## src/rtl/quad_lsd_ctrl.sv

```systemverilog
module quad_lsd_ctrl #(
  parameter int NCH   = 4,
  parameter int TW    = 8,
  parameter int T_SD  = 170,
  parameter int T_HYS = 10,
  parameter int DLY   = 16
) (
  input  logic             clk,
  input  logic             rst_n,
  input  logic             en,
  input  logic             pol,
  input  logic [NCH-1:0]   ch_in,
  input  logic [NCH-1:0]   ch_float,
  input  logic [NCH*TW-1:0] temp_code,
  input  logic [NCH-1:0]   ol_flag,
  output logic [NCH-1:0]   gate_on,
  output logic             fault
);
  localparam int CW = $clog2(DLY + 1);
  localparam logic [TW-1:0] SD_LVL = TW'(T_SD);
  localparam logic [TW-1:0] RS_LVL = TW'(T_SD - T_HYS);
  localparam logic [CW-1:0] CMAX   = CW'(DLY);

  logic [NCH-1:0] req, hot, filt;

  assign req = {NCH{en}} & ~ch_float & (pol ? ch_in : ~ch_in);

  for (genvar i = 0; i < NCH; i++) begin : g_ch
    logic [TW-1:0] t;
    logic [CW-1:0] cnt;
    logic          qual;
    assign t    = temp_code[i*TW +: TW];
    assign qual = (en & ~req[i] & ol_flag[i]) | (req[i] & hot[i]);

    always_ff @(posedge clk) begin
      if (!rst_n)                       hot[i] <= 1'b0;
      else if (req[i] && t >= SD_LVL)   hot[i] <= 1'b1;
      else if (t <= RS_LVL)             hot[i] <= 1'b0;
    end

    always_ff @(posedge clk) begin
      if (!rst_n || !qual) cnt <= '0;
      else if (cnt != CMAX) cnt <= cnt + 1'b1;
    end

    assign filt[i] = (cnt == CMAX);
  end

  assign gate_on = req & ~hot;
  assign fault   = ~en | ((|filt) ^ pol);
endmodule


```

## config.mk

```make
export PLATFORM = sky130hd
export DESIGN_NAME = quad_lsd_ctrl
export DESIGN_NICKNAME = d
export VERILOG_FILES = /design/src/rtl/quad_lsd_ctrl.sv
export SDC_FILE = /design/constraint.sdc
export NUM_CORES = 1
export LEC_CHECK = 0
export BUFFER_PORTS_ARGS = -buffer_cell sky130_fd_sc_hd__buf_2
export CAP_MARGIN = 15
export CORE_MARGIN = 1.5
export CORE_UTILIZATION = 25
export CTS_CLUSTER_SIZE = 28
export DETAILED_ROUTE_END_ITERATION = 12
export GPL_ROUTABILITY_DRIVEN = 0
export SLEW_MARGIN = 20
export SYNTH_ARGS = -nofsm -noshare
export SYNTH_HDL_FRONTEND = slang
export SYNTH_SLANG_ARGS = --single-unit
```

## constraint.sdc

```tcl
create_clock -name clk -period 1.9 [get_ports clk]
set_input_delay 0 -clock clk [delete_from_list [all_inputs] [get_ports clk]]
set_output_delay 0 -clock clk [all_outputs]
set_load 0.01 [all_outputs]
```

==> summary.md <==
| Metric | Value |
|---|---|
| Synth Instances | `148` |
| Power Density | `531.7 nW/um^2` |
| Net Sw Frac | `23.77%` |
| Syn avg cell area | `9.663 sq um` |
| Worst Path Arrival | `1.82 ns` |
| R2r setup slk | `0.55 ns` |
| Starting Density | `25.97%` |
| Critical Path Start Type | `flop` |
| DP Wirelength | `2631 um` |
| Slew Viols, Final | `0` |
| Sequential Power Share | `51.4%` |
| Area leader, netlist | `dfxtp_1` |
| Num Clock Sinks | `24` |
| Highest achievable clock rate | `0.5507 GHz` |
| Clock Skew | `0.006433 ns` |
| Status | `finished clean` |
| Cell chosen for the clock root | `clkbuf_8` |
| Routed vias/inst | `4.848` |
| Logic pwr share | `14.1%` |
| Worst hold endpoint | `hot[2]` |
| Max cap viols | `0` |
| Die Y | `78.64 um` |
| Lkg Pwr | `0.7460 nW` |
| Worst-case reg-to-reg path depth | `6` |
| Max VDD drop | `0.3158 mV` |
| Die X | `78.64 um` |
| HP Start | `temp_code[21]` |
| Layout cells sized above 1 | `41.95%` |
| Violation count after the first detailed-routing iteration | `52` |
| Slowest-stage cell, CP | `dfxtp_2` |
| Count of different cell masters after synthesis | `25` |
| Clk pwr share | `34.5%` |
| Grt ovf | `0` |
| Row count | `27` |
| Worst Slack Setup Final | `0.08425 ns` |
| Max FO, Critical Path | `4` |
| # DRC | `0` |
| Worst Setup Path Type | `flop to output pin` |
| RR Endpoint | `g_ch[0].cnt[1]` |
| Ant diodes | `0` |
| TritonCTS clock tree | `done` |
| Clock Latency Late Sink | `0.27 ns` |
| Synthesized flop and latch total | `24` |
| Final setup violation count | `0` |
| Crit. End Element | `output pin` |
| Largest net degree at the start of global routing | `14` |
| Vias in the first global route | `1356` |
| Clock Pin Slew Worst Setup and Hold Paths | `0.08 ns` |
| Switch Pwr | `0.2376 mW` |
| WL per Instance | `12.21 um` |
| Ys Warns | `0` |
| Hold Crit Class | `input pin to flop` |
| Max Root-Sink Buffers | `2` |
| Slew headroom | `65.72%` |
| Internal | `0.7617 mW` |
| Tcrit/Tclk final | `95.57%` |
| Detailed Route WL | `3383 um` |
| Setup TNS | `0 ns` |
| Pre-CTS setup slack | `0.2248 ns` |
| Global-route wire length before repair | `5837 um` |
| Critical path cell sequence | `inv_2 -> ha_2 -> and4bb_2 -> nor4_4 -> mux2_4 -> buf_6` |
| Initial antenna violation count | `0` |
| Worst Path Required | `1.90 ns` |
| Die outline area | `6183 sq um` |
| ANT nets after route | `0` |
| I/O pins | `53` |
| Worst Hold Depth | `3` |
| Total CTS buffers | `3` |
| Worst slew pin tran | `0.5136 ns` |
| Post-synth top area share | `33.60%` |
| RSZ-0062 raised after global routing | `no` |
| Sequential area share after synthesis | `33.60%` |
| Core Footprint | `5507 sq um` |
| Area contributors post-synth | `dfxtp_1, xor2_1, a21oi_1` |
| Nets@finish | `262` |
| Via count | `1343` |
| Final-report hold violation count | `0` |
| Tot GR Track Use | `11.70%` |
| H-tree Lvls | `1` |
| Syn nets | `204` |
| Layout area overhead | `31.41%` |
| Final min period | `1.816 ns` |
| Mapped Area | `1430 sq um` |
| Critical Path Max Stage Delay | `0.36 ns` |
| DRT Pass-1 Iters | `4` |
| Port Buffers | `52` |
| Worst reg2reg startpoint | `g_ch[0].cnt[0]` |
==> cells in the mapped netlist, drive strengths merged <==
| cell | n |
|---|---|
| nand2b | 1 |
| nand3 | 12 |
| and4bb | 4 |
| o211a | 4 |
| mux2 | 1 |
| dfxtp | 24 |
| a21oi | 20 |
| nor4 | 9 |
| o21a | 4 |
| o2111ai | 4 |
| a211oi | 4 |
| a21boi | 4 |
| inv | 9 |
| xor2 | 12 |
| xnor2 | 8 |
| a2111oi | 4 |
| mux2i | 4 |
| buf | 3 |
| o21ai | 4 |
| nand2 | 1 |
| or3 | 4 |
| ha | 8 |
==> area by class of cell <==
cell class              count  area (sq um)
clock buffers               4         55.05
repair buffers             56         296.5
multi-input cells         112         913.4
well taps                  72         90.09
fillers                   568          3627
inverters                   9         33.78
flip-flops and latches     24         490.5
==> metal layers <==
metal	part of all wire [%]	routed length (um)	GRT usage, %	up-vias
li1	-	-	-	671
met1	43	1464	13.15	633
met2	50	1708	21.38	33
met3	4.5	152	3.023	6
met4	1.7	57	3.571	0
met5	0	0	0	-
==> power by group through the flow <==
stage	Clock (mW)	Combinational, mW	Sequential [mW]
detailed placement	0	0.138	0.525
global route	0.385	0.158	0.515
global placement	0	0.135	0.525
finish	0.344	0.141	0.514
CTS	0.359	0.139	0.514
floorplan	0	0.0628	0.524
==> per-stage QoR <==
| step | total power [mW] | cell area [sq um] | util (%) | hold WS, ns | cells |
|---|---|---|---|---|---|
| 3_5_place_dp | 0.6633 | 1759 | 31.95 | 0.2897 | 269 |
| 5_1_grt | 1.058 | 1879 | 34.13 | 0.05791 | 277 |
| 6_report | 0.9993 | 1879 | 34.13 | 0.06328 | 277 |
| 3_3_place_gp | 0.6590 | 1759 | 31.95 | 0.2887 | 269 |
| 4_1_cts | 1.012 | 1846 | 33.52 | 0.06235 | 276 |
| 2_1_floorplan | 0.5866 | 1430 | - | 0.05040 | 148 |
==> cell usage in the layout (no fill, tap or decap), types with 6 or more instances in the layout <==
master and count:
buf_2 51, nor4_1 8, xnor2_1 8, nand3_1 12, ha_1 7, dfxtp_2 8
inv_1 6, xor2_1 12, dfxtp_1 16, a21oi_1 20
==> what timing repair did <==
action	CTS	global route
cloned	0	0
endpoints found under the hold margin	0	0
endpoints found under the setup margin	1	1
setup buffers	3	1
hold buffers	0	0
pin swaps	1	2
gates resized for setup	8	9
==> kinds of logic after synthesis <==
| family | synth area share, % |
|---|---|
| compound gates | 23.80 |
| xor+xnor | 12.25 |
| fa+ha+maj | 6.999 |
| simple gates | 15.92 |
| buf+inv | 3.849 |
| flops | 33.60 |
| mux | 3.587 |
==> registers in the layout, summed over array words and instances (netlist names) <==
| signal | cells |
|---|---|
| g_ch.cnt | 20 |
| hot | 4 |
==> critical path: cells and delay by family (launching register included) <==
family	cells	cell delay, ns
AND/OR/NAND/NOR	2	0.54
flip-flops	1	0.36
multiplexers	1	0.33
adder cells (fa/ha/maj)	1	0.17
buffers and inverters	2	0.16
==> worst max path at each step <==
| stage | from | endpoint | cells past startpoint |
|---|---|---|---|
| after floorplan | g_ch[3].cnt[0] | fault | 5 |
| after CTS | g_ch[0].cnt[0] | fault | 6 |
| final | g_ch[3].cnt[1] | fault | 6 |
| after detailed placement | g_ch[3].cnt[0] | fault | 6 |
| after global placement | g_ch[3].cnt[0] | fault | 6 |
| after global routing | g_ch[3].cnt[0] | fault | 6 |
Note: power is estimated with default switching activity, not from simulation.
